$ cat config.mk
export PLATFORM = sky130hd
export DESIGN_NAME = cascade_share_taker
export DESIGN_NICKNAME = d
export VERILOG_FILES = /design/src/rtl/cascade_share_taker.sv
export SDC_FILE = /design/constraint.sdc
export NUM_CORES = 2
export LEC_CHECK = 0
export BUFFER_PORTS_ARGS = -buffer_cell sky130_fd_sc_hd__buf_2
export CORE_MARGIN = 2
export CORE_UTILIZATION = 60
export DETAILED_ROUTE_END_ITERATION = 6
export GPL_TIMING_DRIVEN = 0
export PLACE_DENSITY = 0.85
export SLEW_MARGIN = 10
export SYNTH_ARGS = -nofsm -noshare
export SYNTH_HDL_FRONTEND = slang
export SYNTH_SLANG_ARGS = --single-unit
$ cat constraint.sdc
create_clock -name clk -period 2.4 [get_ports clk]
set_input_delay 0.48 -clock clk [delete_from_list [all_inputs] [get_ports clk]]
set_output_delay 0.48 -clock clk [all_outputs]
set_load 0.01 [all_outputs]
$ cat src/rtl/cascade_share_taker.sv
module cascade_share_taker #(
  parameter int PW = 12
) (
  input  logic             clk,
  input  logic             rst_n,
  input  logic             frame_en,
  input  logic             hdr_valid,
  input  logic [1:0]       hdr_cmd,
  input  logic             mux_en,
  input  logic             din,
  output logic             dout,
  output logic [7:0]       cal_b,
  output logic [7:0]       cal_g,
  output logic [7:0]       cal_r,
  output logic [7:0]       gint,
  output logic [7:0]       cfg,
  output logic [24*PW-1:0] pwm0,
  output logic [24*PW-1:0] pwm1
);
  localparam int SRL = 48 * PW;
  localparam int CW  = $clog2(SRL + 1);
  localparam logic [1:0] C_PWM = 2'b00, C_CAL = 2'b01, C_GINT = 2'b10, C_CFG = 2'b11;

  typedef enum logic [1:0] {S_IDLE, S_TAKE, S_PASS} st_t;

  st_t            st;
  logic [CW-1:0]  rem, need;
  logic [1:0]     cmd_q;
  logic           mux_q, done_q;
  logic [SRL-1:0] sr;
  logic [7:0]     vote;

  always_comb begin
    case (hdr_cmd)
      C_PWM:   need = mux_en ? CW'(48 * PW) : CW'(24 * PW);
      default: need = CW'(24);
    endcase
  end

  assign vote = (sr[23:16] & sr[15:8]) | (sr[23:16] & sr[7:0]) | (sr[15:8] & sr[7:0]);

  always_ff @(posedge clk) begin
    if (!rst_n) begin
      st     <= S_IDLE;
      rem    <= '0;
      cmd_q  <= '0;
      mux_q  <= 1'b0;
      done_q <= 1'b0;
      dout   <= 1'b0;
      sr     <= '0;
    end else begin
      dout   <= (st == S_PASS && frame_en) ? din : 1'b0;
      done_q <= 1'b0;
      if (!frame_en) begin
        st <= S_IDLE;
      end else if (hdr_valid) begin
        st    <= S_TAKE;
        rem   <= need;
        cmd_q <= hdr_cmd;
        mux_q <= mux_en;
      end else if (st == S_TAKE) begin
        sr  <= {sr[SRL-2:0], din};
        rem <= rem - CW'(1);
        if (rem == CW'(1)) begin
          st     <= S_PASS;
          done_q <= 1'b1;
        end
      end
    end
  end

  always_ff @(posedge clk) begin
    if (!rst_n) begin
      cal_b <= '0;
      cal_g <= '0;
      cal_r <= '0;
      gint  <= '0;
      cfg   <= '0;
    end else if (done_q) begin
      case (cmd_q)
        C_CAL: begin
          cal_b <= sr[23:16];
          cal_g <= sr[15:8];
          cal_r <= sr[7:0];
        end
        C_GINT:  gint <= vote;
        C_CFG:   cfg  <= vote;
        default: ;
      endcase
    end
  end

  for (genvar s = 0; s < 24; s++) begin : g_slot
    localparam int J = (s / 8) * 8 + 7 - (s % 8);
    always_ff @(posedge clk) begin
      if (!rst_n) begin
        pwm0[s*PW +: PW] <= '0;
        pwm1[s*PW +: PW] <= '0;
      end else if (done_q && cmd_q == C_PWM) begin
        if (mux_q) begin
          pwm0[s*PW +: PW] <= sr[(47 - 2*J)*PW +: PW];
          pwm1[s*PW +: PW] <= sr[(46 - 2*J)*PW +: PW];
        end else begin
          pwm0[s*PW +: PW] <= sr[(23 - J)*PW +: PW];
        end
      end
    end
  end

  p_idle_quiet_r2: assert property (@(posedge clk) disable iff (!rst_n)
    !frame_en |=> !dout);
  p_take_silent_r3: assert property (@(posedge clk) disable iff (!rst_n)
    (st == S_TAKE) |=> !dout);
  p_pass_copy_r4: assert property (@(posedge clk) disable iff (!rst_n)
    (st == S_PASS && frame_en) |=> dout == $past(din));
  p_commit_pass_r9: assert property (@(posedge clk) disable iff (!rst_n)
    done_q |-> (st == S_PASS && !$past(done_q)));
  p_hold_r9: assert property (@(posedge clk) disable iff (!rst_n)
    !done_q |=> ($stable(cal_b) && $stable(cal_g) && $stable(cal_r) &&
                 $stable(gint) && $stable(cfg) && $stable(pwm0) && $stable(pwm1)));
endmodule

==> metrics.cfg <==
[status]
status=finished with violations
violations=design-rule violations

[global_route]
grt_antenna_before_repair=8
grt_pass1_wl_um=230500
grt_usage_pct=38.97
grt_max_degree=16
gr-total-overflow=0
grt_pass1_vias=38617

[floorplanning]
fp.dieH_um=276.7
die_w_um=276.7
core_um2=73330
io_pins=625
rows=99
dieArea_um2=76540
start_util_pct=60.82

[timing]
maxSlewViolCount=0
min_period_over_period_pct=97.23
setup-violations-final=0
fin_hold_ws_ns=0.06305
fmax_mhz=428.5
hold_viol_final=0
min_period_ns=2.334
rsz0062_at_grt=false
worst_pin_slew_ns=1.422
relSlewSlack_pct=5.219
worst_clock_skew_ns=0.02702

[cts]
cts_buffers=117
cts_tree=yes
cts_setup_buffers=0
clockRootBuffer=clkbuf_16
postCtsHoldBufs=0
cts_buffer_depth=3
clk_pin_slew_ns=0.06
cts.sinks=1209
htreeDepth=3
insertion_delay_ns=0.70

[finish]
syn_to_final_growth_pct=19.47
fin_nets=6076
drive_above_1_share_pct=17.17
finalNonFillerCells=7130

[synth]
synthArstFlopShare_pct=0
yosysTopAreaCellShare_pct=54.26
synth_seq_cells=1209
yosys.area.top_type=dfxtp_1
yosysSeqAreaShare_pct=54.26
synth_ff_type=dfxtp_1
syn_inst=5323
syn_area_per_cell_um2=8.379
synthTopCellsByArea=dfxtp_1 (54%), nand2_1 (15%), a21oi_1 (10%), mux2i_1 (6.5%), a211oi_1 (4.9%)
synth_most_common_cell=nand2_1
synth_edf_count=0
yosysUniqueCellTypes=47
netlist_area_um2=44600
synth_nets=5333
synthTopCellsByCount=nand2_1 (1787), dfxtp_1 (1209), a21oi_1 (898), nor2_1 (334)
yosysWarningCount=0

[placement]
dp_cells=6906
place_congestion=0.9519
dp_hpwl_um=113100
portBuffers=624

[critical_path]
r2r_start=cmd_q[0]$_SDFFE_PN0P_
crit_path_max_fanout=10
reg2reg_to=pwm1[114]$_SDFFE_PN0P_
critical_path_buf_inv_count=3
cp.depth=7
end_kind=flip-flop
arrival_ns=2.94
crit_type=flip-flop to flip-flop
cp_top_family=buffers and inverters
cp.required_ns=3.01
cpMaxStageDelayCell=dfxtp_1
cp-start-kind=flip-flop
reg2reg_slack_ns=0.07
cp_common_cell=buf_2
reg2regPathDepth=7
max_stage_delay_ns=0.54
crit_chain=nor3b_2 > buf_2 > nand2_2 > buf_2 > buf_2 > nand2_1 > a21oi_1

[worst_hold_path]
worstHoldStart=hdr_cmd[1]
holdPathStages=3
hold_path_class=input port to flip-flop
hold_end=cmd_q[1]$_SDFFE_PN0P_

[route]
ant_nets=0
drc=4
wl_per_cell_um=21.95
vias=42018
totalWireLength_um=156500
vias_per_cell=5.893
firstDrtPassIters=7
drt_iter0_drc=4521

[pwr]
powerDensity_nw_per_um2=782.3
vdd_drop_max_v=0.0005418
p_leak_nw=19.34

[job]
drv_cap=0

[worst register-to-register path, cell delays in order, from the launching register on]
cell and delay, ns:
dfxtp_1 0.54, nor3b_2 0.09, buf_2 0.20, nand2_2 0.34, buf_2 0.50, buf_2 0.33, nand2_1 0.09, a21oi_1 0.17
[state kept, by name, indices dropped and copies added (netlist names)]
| register | cells |
|---|---|
| cal_b | 8 |
| dout | 1 |
| cmd_q | 2 |
| st | 2 |
| gint | 8 |
| rem | 10 |
| cal_r | 8 |
| cal_g | 8 |
| pwm1 | 288 |
| mux_q | 1 |
| pwm0 | 288 |
| sr | 576 |
| done_q | 1 |
| cfg | 8 |
[how the worst max path moves through the flow]
stage | from | endpoint | slack, ns
finish | cmd_q[0]$_SDFFE_PN0P_ | pwm1[114]$_SDFFE_PN0P_ | 0.07
global route | cmd_q[0]$_SDFFE_PN0P_ | pwm1[221]$_SDFFE_PN0P_ | 0.08
CTS | done_q$_SDFF_PP0_ | pwm1[174]$_SDFFE_PN0P_ | 0.02
detailed placement | rst_n | sr[280]$_SDFFE_PN0P_ | -0.22
global placement | rst_n | pwm1[146]$_SDFFE_PN0P_ | -0.35
floorplan | hdr_cmd[1] | rem[6]$_SDFFE_PN0P_ | 0.93
[report_power, final]
group	internal (mW)	leakage, nW	switching (mW)
combinational	0.240	7.45	0.782
sequential	20.1	9.73	0.0204
clock	12.5	2.16	8.12
[cells by family (layout without fill, tap and decap cells)]
logic type | Yosys count | count (layout) | share of synthesized area (%)
fa+ha+maj | 10 | 10 | 0.2356
buf+inv | 436 | 1281 | 5.212
simple gates | 2168 | 2168 | 18.50
mux | 290 | 290 | 6.508
compound gates | 1210 | 1210 | 15.28
other cells | 0 | 3 | 0
flops | 1209 | 1209 | 54.26
[placed cells by master, fill, tap and decap left out, types with 5 or more instances in the layout]
cell and instances:
clkbuf_16 120, o21ai_0 8, nand2_1 1787, inv_1 5, buf_6 55, mux2i_1 290, a21oi_1 898, nor3_1 19
clkbuf_8 27, buf_1 5, clkinv_2 28, maj3_1 8, bufinv_16 23, nor2_1 334, nand3_1 7, clkbuf_1 220
dfxtp_1 1209, buf_2 769, buf_4 8, inv_6 6, a211oi_1 290
[routing by layer]
layer	share of wire, %	vias to the layer above	wire length [µm]	global-route usage [%]
met5	0.027	-	42	0
met4	7.4	8	11620	25.38
met3	11	546	16980	9.162
met2	45	2383	69760	61.59
met1	37	19872	58060	47.85
li1	-	19209	-	-
[stage by stage]
| step | power [mW] | util, % | cell area (µm²) | setup slack [ns] | setup TNS, ns |
|---|---|---|---|---|---|
| 6_report | 41.69 | 72.67 | 53290 | 0.06641 | 0 |
| 3_5_place_dp | 21.52 | 66.72 | 48930 | -0.2185 | -17.95 |
| 4_1_cts | 41.58 | 72.65 | 53270 | 0.01502 | 0 |
| 3_3_place_gp | 21.52 | 66.72 | 48930 | -0.3492 | -46.71 |
| 2_1_floorplan | 21.19 | - | 44600 | 0.9341 | 0 |
| 5_1_grt | 42.51 | 72.66 | 53280 | 0.07771 | 0 |
[final cells by class]
type	instances	area [µm²]
timing repair buffer	624	3123
fill	5295	20040
multi-input combinational	3678	18070
clock buffer	161	3427
sequential	1209	24200
buffer	430	2312
tap	959	1200
clock inverter	60	915.9
antenna	3	7.507
inverter	6	22.52
[timing repair]
item	CTS	global route
gates cloned	0	0
pin swaps	0	0
gates resized for setup	2	4
setup endpoints to repair	1	43
No activity file was read; power rests on OpenSTA's default activity.
